`src/rtl/bt_pkg.sv`:
```
package bt_pkg;

    typedef enum logic [1:0] {
        ST_IDLE,
        ST_DATA,
        ST_HOLD,
        ST_SKIP
    } bt_state_e;

    typedef enum logic [2:0] {
        K_NONE,
        K_MEM_RD,
        K_MEM_WR,
        K_IO_RD,
        K_IO_WR
    } bt_kind_e;

    typedef struct packed {
        logic hit;
        logic write;
        logic io;
    } bt_claim_s;

    localparam logic [3:0] CMD_IO_RD       = 4'h2;
    localparam logic [3:0] CMD_IO_WR       = 4'h3;
    localparam logic [3:0] CMD_MEM_RD      = 4'h6;
    localparam logic [3:0] CMD_MEM_WR      = 4'h7;
    localparam logic [3:0] CMD_MEM_RD_MULT = 4'hC;
    localparam logic [3:0] CMD_MEM_RD_LINE = 4'hE;
    localparam logic [3:0] CMD_MEM_WR_INV  = 4'hF;

    // Classify a bus command; anything not listed is never claimed.
    function automatic bt_kind_e cmd_kind(input logic [3:0] c);
        case (c)
            CMD_IO_RD:                                      return K_IO_RD;
            CMD_IO_WR:                                      return K_IO_WR;
            CMD_MEM_RD, CMD_MEM_RD_MULT, CMD_MEM_RD_LINE:   return K_MEM_RD;
            CMD_MEM_WR, CMD_MEM_WR_INV:                     return K_MEM_WR;
            default:                                        return K_NONE;
        endcase
    endfunction

endpackage

```
`src/rtl/bt_decode.sv`:
```
module bt_decode
    import bt_pkg::*;
#(
    parameter logic [31:0] MEM_BASE  = 32'h0000_1000,
    parameter int          MEM_WORDS = 8,
    parameter logic [31:0] IO_BASE   = 32'h0000_0300,
    parameter int          IO_WORDS  = 4,
    parameter int          IDXW      = 4
) (
    input  logic [31:0]     addr,
    input  logic [3:0]      cmd,
    output bt_claim_s       claim,
    output logic [IDXW-1:0] start_idx
);
    localparam logic [31:0] MEM_BYTES = 32'(MEM_WORDS * 4);
    localparam logic [31:0] IO_BYTES  = 32'(IO_WORDS * 4);

    logic [31:0] mem_off;
    logic [31:0] io_off;
    logic        in_mem;
    logic        in_io;
    bt_kind_e    kind;
    logic        mem_hit;
    logic        io_hit;

    always_comb begin
        mem_off = addr - MEM_BASE;
        io_off  = addr - IO_BASE;
        in_mem  = mem_off < MEM_BYTES;
        in_io   = io_off < IO_BYTES;
        kind    = cmd_kind(cmd);
        mem_hit = in_mem && (kind == K_MEM_RD || kind == K_MEM_WR);
        io_hit  = in_io && (kind == K_IO_RD || kind == K_IO_WR);

        claim.hit   = mem_hit || io_hit;
        claim.io    = io_hit;
        claim.write = (mem_hit && kind == K_MEM_WR) || (io_hit && kind == K_IO_WR);

        if (io_hit) start_idx = IDXW'(MEM_WORDS) + io_off[IDXW+1:2];
        else        start_idx = mem_off[IDXW+1:2];
    end

    // reserved codes never produce a claim
    always_comb begin
        if (cmd == 4'b0100 || cmd == 4'b1000)
            a_r3_reserved_unclaimed: assert (!claim.hit);
    end

endmodule

```
`src/rtl/bt_regfile.sv`:
```
module bt_regfile #(
    parameter int WORDS = 12,
    parameter int IDXW  = 4
) (
    input  logic            clk,
    input  logic            rst,
    input  logic            wr_en,
    input  logic [IDXW-1:0] wr_idx,
    input  logic [31:0]     wr_data,
    input  logic [3:0]      wr_be,
    input  logic [IDXW-1:0] rd_idx,
    output logic [31:0]     rd_data
);
    logic [31:0] words [WORDS];

    for (genvar w = 0; w < WORDS; w++) begin : g_word
        logic [31:0] word_q;
        logic        sel;

        assign sel = wr_en && (wr_idx == IDXW'(w));

        always_ff @(posedge clk) begin
            if (rst) begin
                word_q <= '0;
            end else if (sel) begin
                for (int b = 0; b < 4; b++) begin
                    if (wr_be[b]) word_q[8*b +: 8] <= wr_data[8*b +: 8];
                end
            end
        end

        assign words[w] = word_q;

        // a disabled lane keeps its value across a write
        a_r5_lane_kept: assert property (@(posedge clk) disable iff (rst)
            (sel && !wr_be[0]) |=> $stable(word_q[7:0]));
    end

    always_comb begin
        if (int'(rd_idx) < WORDS) rd_data = words[rd_idx];
        else                      rd_data = '0;
    end

endmodule

```
`src/rtl/bt_phase_ctl.sv`:
```
module bt_phase_ctl
    import bt_pkg::*;
#(
    parameter int MEM_WORDS = 8,
    parameter int IDXW      = 4
) (
    input  logic            clk,
    input  logic            rst,
    input  logic            bus_cyc_n,
    input  logic            init_ready_n,
    input  bt_claim_s       start_claim,
    input  logic [IDXW-1:0] start_idx,
    output logic            claim_n,
    output logic            target_ready_n,
    output logic            stop_req_n,
    output logic            read_oe,
    output logic            wr_en,
    output logic [IDXW-1:0] cur_idx
);
    localparam logic [IDXW-1:0] LAST_MEM = IDXW'(MEM_WORDS - 1);

    bt_state_e state_q;
    bt_state_e state_d;
    bt_claim_s claim_q;
    logic [IDXW-1:0] idx_d;
    logic      in_data;
    logic      at_edge;
    logic      done;

    always_comb begin
        in_data = (state_q == ST_DATA);
        at_edge = in_data && (claim_q.io || cur_idx == LAST_MEM);
        done    = in_data && !init_ready_n;
        state_d = state_q;
        idx_d   = cur_idx;
        case (state_q)
            ST_IDLE: begin
                if (!bus_cyc_n) begin
                    state_d = start_claim.hit ? ST_DATA : ST_SKIP;
                    idx_d   = start_idx;
                end
            end
            ST_DATA: begin
                if (done) begin
                    if (bus_cyc_n)    state_d = ST_IDLE;
                    else if (at_edge) state_d = ST_HOLD;
                    else              idx_d   = cur_idx + 1'b1;
                end
            end
            ST_HOLD, ST_SKIP: begin
                if (bus_cyc_n) state_d = ST_IDLE;
            end
            default: state_d = ST_IDLE;
        endcase
    end

    always_ff @(posedge clk) begin
        if (rst) begin
            state_q <= ST_IDLE;
            claim_q <= '0;
            cur_idx <= '0;
        end else begin
            state_q <= state_d;
            cur_idx <= idx_d;
            if (state_q == ST_IDLE && !bus_cyc_n) claim_q <= start_claim;
        end
    end

    assign claim_n        = !(in_data || state_q == ST_HOLD);
    assign target_ready_n = !in_data;
    assign stop_req_n     = !(at_edge || state_q == ST_HOLD);
    assign read_oe        = in_data && !claim_q.write;
    assign wr_en          = done && claim_q.write;

    // a ready target is always a claiming target
    a_r4_ready_claimed: assert property (@(posedge clk) disable iff (rst)
        !target_ready_n |-> !claim_n);

    // without initiator ready the phase stays open at the same word
    a_r4_wait_holds: assert property (@(posedge clk) disable iff (rst)
        (in_data && init_ready_n) |=> (state_q == ST_DATA && cur_idx == $past(cur_idx)));

    // final phase releases every indication
    a_r6_release: assert property (@(posedge clk) disable iff (rst)
        (!target_ready_n && !init_ready_n && bus_cyc_n) |=> (claim_n && target_ready_n && stop_req_n));

    // a completed non-final phase without stop moves to the next word
    a_r7_advance: assert property (@(posedge clk) disable iff (rst)
        (!target_ready_n && !init_ready_n && !bus_cyc_n && stop_req_n)
        |=> (cur_idx == $past(cur_idx) + 1'b1));

    // stop with data continues as stop without ready
    a_r8_hold: assert property (@(posedge clk) disable iff (rst)
        (!target_ready_n && !init_ready_n && !bus_cyc_n && !stop_req_n)
        |=> (target_ready_n && !stop_req_n && !claim_n));

    // an I/O phase never continues into a second ready phase
    a_r9_io_single: assert property (@(posedge clk) disable iff (rst)
        (in_data && claim_q.io && !init_ready_n) |=> target_ready_n);

endmodule

```
`src/rtl/mux_bus_target.sv`:
```
module mux_bus_target
    import bt_pkg::*;
#(
    parameter logic [31:0] MEM_BASE  = 32'h0000_1000,
    parameter int          MEM_WORDS = 8,
    parameter logic [31:0] IO_BASE   = 32'h0000_0300,
    parameter int          IO_WORDS  = 4
) (
    input  logic        clk,
    input  logic        rst,
    input  logic        bus_cyc_n,
    input  logic        init_ready_n,
    input  logic [31:0] addr_data_in,
    input  logic [3:0]  cmd_be_n,
    output logic [31:0] addr_data_out,
    output logic        addr_data_oe,
    output logic        claim_n,
    output logic        target_ready_n,
    output logic        stop_req_n
);
    localparam int WORDS = MEM_WORDS + IO_WORDS;
    localparam int IDXW  = $clog2(WORDS);

    bt_claim_s       start_claim;
    logic [IDXW-1:0] start_idx;
    logic [IDXW-1:0] cur_idx;
    logic            wr_en;

    bt_decode #(
        .MEM_BASE (MEM_BASE),
        .MEM_WORDS(MEM_WORDS),
        .IO_BASE  (IO_BASE),
        .IO_WORDS (IO_WORDS),
        .IDXW     (IDXW)
    ) u_decode (
        .addr     (addr_data_in),
        .cmd      (cmd_be_n),
        .claim    (start_claim),
        .start_idx(start_idx)
    );

    bt_phase_ctl #(
        .MEM_WORDS(MEM_WORDS),
        .IDXW     (IDXW)
    ) u_ctl (
        .clk           (clk),
        .rst           (rst),
        .bus_cyc_n     (bus_cyc_n),
        .init_ready_n  (init_ready_n),
        .start_claim   (start_claim),
        .start_idx     (start_idx),
        .claim_n       (claim_n),
        .target_ready_n(target_ready_n),
        .stop_req_n    (stop_req_n),
        .read_oe       (addr_data_oe),
        .wr_en         (wr_en),
        .cur_idx       (cur_idx)
    );

    bt_regfile #(
        .WORDS(WORDS),
        .IDXW (IDXW)
    ) u_regs (
        .clk    (clk),
        .rst    (rst),
        .wr_en  (wr_en),
        .wr_idx (cur_idx),
        .wr_data(addr_data_in),
        .wr_be  (~cmd_be_n),
        .rd_idx (cur_idx),
        .rd_data(addr_data_out)
    );

    // idle bus outputs while reset is applied
    a_r1_reset_quiet: assert property (@(posedge clk)
        rst |=> (claim_n && target_ready_n && stop_req_n && !addr_data_oe));

endmodule

```
`config.mk`:
```
export PLATFORM = sky130hd
export DESIGN_NAME = mux_bus_target
export DESIGN_NICKNAME = d
export VERILOG_FILES = /design/src/rtl/bt_pkg.sv /design/src/rtl/bt_decode.sv /design/src/rtl/bt_regfile.sv /design/src/rtl/bt_phase_ctl.sv /design/src/rtl/mux_bus_target.sv
export SDC_FILE = /design/constraint.sdc
export NUM_CORES = 1
export LEC_CHECK = 0
export BUFFER_PORTS_ARGS = -buffer_cell sky130_fd_sc_hd__buf_2
export CAP_MARGIN = 25
export CORE_MARGIN = 3
export CORE_UTILIZATION = 59
export DETAILED_ROUTE_END_ITERATION = 16
export HOLD_SLACK_MARGIN = 0.1
export MAX_ROUTING_LAYER = met4
export PLACE_DENSITY_LB_ADDON = 0.1
export SLEW_MARGIN = 5
export SYNTH_ARGS = -nofsm -noshare
export SYNTH_HDL_FRONTEND = slang
export SYNTH_SLANG_ARGS = --single-unit
```
`constraint.sdc`:
```
create_clock -name clk -period 5.7 [get_ports clk]
set_input_delay 0.57 -clock clk [delete_from_list [all_inputs] [get_ports clk]]
set_output_delay 0.57 -clock clk [all_outputs]
set_load 0.03 [all_outputs]
```
* Word level (Yosys, flattened, before mapping)
Cells that the tools add are included.
** Cells by class
- Add/subtract/negate cells :: 4
- Multiply operators :: 0
- Div/mod/pow operators :: 0
- Magnitude comparators :: 4
- Equal/unequal tests :: 31
- Shift operators :: 0
- Muxes and demuxes :: 18
- Bitwise logic cells :: 2
- Reduce and logical (&&, ||, !) cells :: 90
** Operator list (number)
- $bmux W32 S4 :: 1
- $mux W32 :: 3
- $reduce_and A2 Y1 :: 48
- $lt A32 B5 Y1 const B :: 1
- $lt A32 B6 Y1 const B :: 1
- $sub A32 B10 Y32 const B :: 1
- $sub A32 B13 Y32 const B :: 1
- $eq A4 B4 Y1 const B :: 7
- $eq A4 B3 Y1 const B :: 6
- $logic_and A1 B1 Y1 :: 21
- $mux W4 :: 5
- $eq A4 B2 Y1 const B :: 4
- $mux W2 :: 6
- $pmux W3 S4 :: 1
- $ne A2 B2 Y1 const B :: 5
- $pmux W4 S2 :: 1
- $logic_or A1 B1 Y1 :: 7
- $eq A3 B2 Y1 const B :: 2
- $logic_not A1 Y1 :: 6
- $pmux W2 S3 :: 1
- $ge A5 B5 Y1 const B :: 1
- $not A4 Y5 :: 1
- $reduce_and A5 Y1 :: 1
- $add A4 B1 Y4 const B :: 1
- 15 further kinds :: 17
** Storage, ports and cells
- Register bits after elaboration :: 392
- Latch bits :: 0
- RAM bits :: 0
- Bits in read-only memories :: 0
- Input port bits :: 40
- Word-level logic and storage cells :: 201
- Memories kept :: 0

* Depth between registers and ports, before layout
- Word-level depth :: 10
- Gate-level depth with buffers :: 10
- Mapped depth without buffers :: 7

* Hierarchy
From an unflattened synthesis, not the netlist that was laid out.
** Unflattened totals
- Cells, all modules :: 2192
- Area total of the unflattened synthesis :: 19093.3 sq um
** By module, submodules not included
- bt_regfile :: times used 1, cells each 2073, area each 18154.9 sq um, sequential area each 7687.4 sq um
- bt_phase_ctl :: times used 1, cells each 72, area each 596.8 sq um, sequential area each 160.2 sq um
- bt_decode :: times used 1, cells each 43, area each 326.6 sq um, sequential area each 0.0 sq um
- mux_bus_target :: times used 1, cells each 4, area each 15.0 sq um, sequential area each 0.0 sq um

* Worst setup path after synthesis
No wires, ideal clock.
- Path type :: register -> output
- Start point :: register u_ctl.cur_idx[1]
- End point :: output addr_data_out[10]
- Data arrival time :: 2.018 ns
- Required time :: 5.130 ns
- Slack :: 3.112 ns
- Stages on the path, launching flop included :: 7
- Path buffers :: 3
- Path through :: dfxtp_1 buf_2 buf_2 clkbuf_1 mux4_2 mux2i_1 o22ai_1
** Between the ends
- Cells in the longest elaborated chain, start to end :: 5
- Elaborated cells between the ends (all ways) :: 6
** RTL lines
- start, declared :: RTL line bt_phase_ctl.sv:18 : output logic [IDXW-1:0] cur_idx
- start signal, assigned :: RTL line bt_phase_ctl.sv:64 : cur_idx <= idx_d;
- $not A4 Y5 (implied by the code) :: RTL line bt_regfile.sv:40 : if (int'(rd_idx) < WORDS) rd_data = words[rd_idx];
- $bmux W32 S4 :: RTL line bt_regfile.sv:40
- $mux W32 (implied by the code) (2 in series) :: RTL line bt_regfile.sv:40
- $mux W32 (*) :: RTL line bt_regfile.sv:40
- end, declared :: RTL line mux_bus_target.sv:15 : output logic [31:0] addr_data_out,
Mark *: on every way between the ends. The rest lies on a longest branch, timed or not. The select of a mux whose other input is x is not followed.

* Worst setup path in the final report
- Start point :: register u_ctl.cur_idx[1]
- End point :: output addr_data_out[25]
Same word-level chain as after synthesis.

==> flow_summary.toml <==
[status]
outcome = "complete, no violations"

[timing]
timing.final.max_slew_violations = 0
worst_slew_pin_slew_ns = 1.019
hold_viol_final = 0
timing.slew.headroom = 0.3207
maxClockFrequency_mhz = 258.2
finalCritPeriodShare = 0.6795
post_route_clock_skew_ns = 0.01866
fin_setup_tns_ns = 0
fin_crit_ns = 3.873
setup_repair_after_global_routing_missed_its_margin = "false"
timing.final.setup_violations = 0

[hold_path]
hold_path_class = "in -> reg"

[global_route]
grt_antenna_before_repair = 2
first_pass_grt_wire_length_um = 85070
grt_max_degree = 209
number_of_global_route_vias_before_repair = 15310
grt.overflow.total = 0
gr-usage-all-layers = 0.3298

[synthesis]
syn_nets = 2172
syn_area_mm2 = 0.01788
yosys_register_bits = 392
postSynth.asyncResetShare = 0
synth.most_common_cell = "nand2_1"
synth_edf_count = 0
synthDominantAreaCellType = "dfxtp_1"
synth_cells = 2123
yosys.cell_types.count = 54
ys_seq_area_frac = 0.4390
dominantRegCellSynth = "dfxtp_1"
yosysWarningCount = 0
avgSynthCellArea_um2 = 8.420
synth.top_cell.area_share = 0.4390
synth.cells.most_frequent = "nand2_1, dfxtp_1, a21oi_1, o21ai_0, o21ai_1"
synthTopCellsByArea = "dfxtp_1, mux4_2, a21oi_1"

[power]
ir_worst_vdd_mv = 0.2356
power_leakage_nw = 6.202
power_frac_comb = 0.140
net-switching-power_mw = 1.805
sequentialPowerShare = 0.431
power_density_mw_per_mm2 = 336.6
power.share.clock = 0.429
power.switching_fraction = 0.2716
internal_power_component_mw = 4.839

[setup_path]
crit_path_max_fanout = 43
critPathRequiredTime_ns = 5.13
criticalPathCategory = "reg -> out"
endpoint_kind = "output pin"
critical_path.startpoint_type = "flop"
cp_data_arrival_time_ns = 3.30

[clock_tree]
cts_root_buf = "clkbuf_16"
ctsResizeCount = 0
clkSlewWorstSetupHoldPaths_ns = 0.06
ctsLongestPathBuffers = 3
cts.sink_count = 392
htreeDepth = 2
cts_tree = "yes"
worst_skew_pair_latency_ns = 0.54
cts_setup_buffers = 0
cts-hold-fix-buffers = 0
cts-buffers-inserted = 42

[final_layout]
final_layout_size_suffix_gt1_frac = 0.1368
finalCoreUtilization = 0.6642
flow.area_growth_from_synthesis_pct = 10.42
fillerInstances = 2441
finish.net_count = 2123
final_cells = 2497

[floorplan]
top_level_ports = 76
placement_rows = 63
coreArea_mm2 = 0.02972
die_y_um = 180.1
die_outline_width_um = 180.1
die_area_mm2 = 0.03242
floorplan.initialDensity = 0.6015

[routing]
drtAntennaViolNets = 0
detail_route.vias_per_cell = 6.471
detail_route.wl_per_cell_um = 21.62
routed_wirelength_um = 53990
firstDrtPassIters = 6
detail_route.iter0.violations = 2054
vias = 16160
route.detailed.drc = 0

[placed_design]
gp_routability_congestion = 0.8476
place.port_buffers = 75
detailedPlacementHpwl_um = 32230
place.detailed.instances = 2418

[run]
cap_viol_max_count = 0
-- worst max-delay path, stage by stage (launching register included) --
cell and delay [ns]:
dfxtp_4 0.63, buf_16 0.31, buf_4 0.64, mux4_2 0.58, mux2i_1 0.14, o22ai_1 0.17
buf_2 0.27
-- cell families after synthesis --
group	share of synthesized area
adder cells (fa/ha/maj)	0.006300
AO/OA/AOI/OAI	0.2421
AND/OR/NAND/NOR	0.1190
flip-flops	0.4390
buffers and inverters	0.05159
XOR/XNOR	0.001470
multiplexers	0.1405
-- routing by layer --
metal | up-vias | track usage | part of all wire
met3 | 115 | 0.04320 | 0.079
met1 | 7894 | 0.4408 | 0.41
met4 | 0 | 0.1111 | 0.030
met5 | - | - | 0
met2 | 740 | 0.5251 | 0.48
li1 | 7410 | - | -
-- placed cells by master, fill, tap and decap left out, types with 3 or more instances in the layout --
cell	instances
nand2b_1	4
nand2_1	400
o22ai_1	32
nor2b_1	5
a211oi_1	3
inv_1	43
ha_1	9
clkbuf_16	43
nand3_1	6
clkbuf_8	14
o21ai_1	186
buf_4	26
bufinv_16	4
a21oi_1	390
clkinv_2	3
dfxtp_1	388
nor2_1	65
o21ai_0	202
mux4_2	96
nor4_1	4
nor3_1	7
buf_2	74
nand4_1	5
clkbuf_1	8
mux2i_1	35
-- flip-flops by register name, summed over array words and instances (netlist names) --
| name | flops |
|---|---|
| u_ctl.state_q | 2 |
| u_ctl.claim_q | 2 |
| u_regs.g_word.word_q | 384 |
| u_ctl.cur_idx | 4 |
-- final timing paths --
check                                           start                                        to  slack (ns)  cells after the start
max                     u_ctl.cur_idx[1]$_SDFFE_PP0P_                         addr_data_out[25]        1.83                      6
min                                   addr_data_in[1]   u_regs.g_word[8].word_q[1]$_SDFFE_PP0P_        0.40                      3
max reg2reg             u_ctl.cur_idx[0]$_SDFFE_PP0P_  u_regs.g_word[7].word_q[22]$_SDFFE_PP0P_        2.43                      8
min reg2reg  u_regs.g_word[8].word_q[12]$_SDFFE_PP0P_  u_regs.g_word[8].word_q[12]$_SDFFE_PP0P_        0.47                      2
-- layout make-up --
type | count | area [um2] | area share
multi-input combinational | 1490 | 9109 | 0.4615
sequential | 392 | 7858 | 0.3981
clock buffer | 65 | 1299 | 0.06580
timing repair buffer | 104 | 655.6 | 0.03322
tap | 390 | 488.0 | 0.02472
inverter | 44 | 165.2 | 0.008368
clock inverter | 10 | 158.9 | 0.008051
antenna | 2 | 5.005 | 0.0002536
-- power by group through the flow --
stage	logic, mW	registers, mW	clock network (mW)
CTS	0.830	2.93	2.87
global route	0.987	2.87	2.98
detailed placement	0.828	2.99	0
floorplan	0.740	2.83	0
finish	0.931	2.86	2.85
global placement	0.820	2.99	0
-- per-stage QoR --
| stage | worst slack, ns | power, mW | cell area (um2) | hold slack (ns) |
|---|---|---|---|---|
| 2_1_floorplan | 3.112 | 3.569 | 17880 | 0.4504 |
| 3_3_place_gp | 2.120 | 3.809 | 18220 | 0.4564 |
| 3_5_place_dp | 2.172 | 3.816 | 18220 | 0.4655 |
| 4_1_cts | 1.609 | 6.632 | 19680 | 0.3862 |
| 5_1_grt | 1.689 | 6.839 | 19740 | 0.4072 |
| 6_report | 1.827 | 6.643 | 19740 | 0.4042 |
No activity file was read; power rests on OpenSTA's default activity.
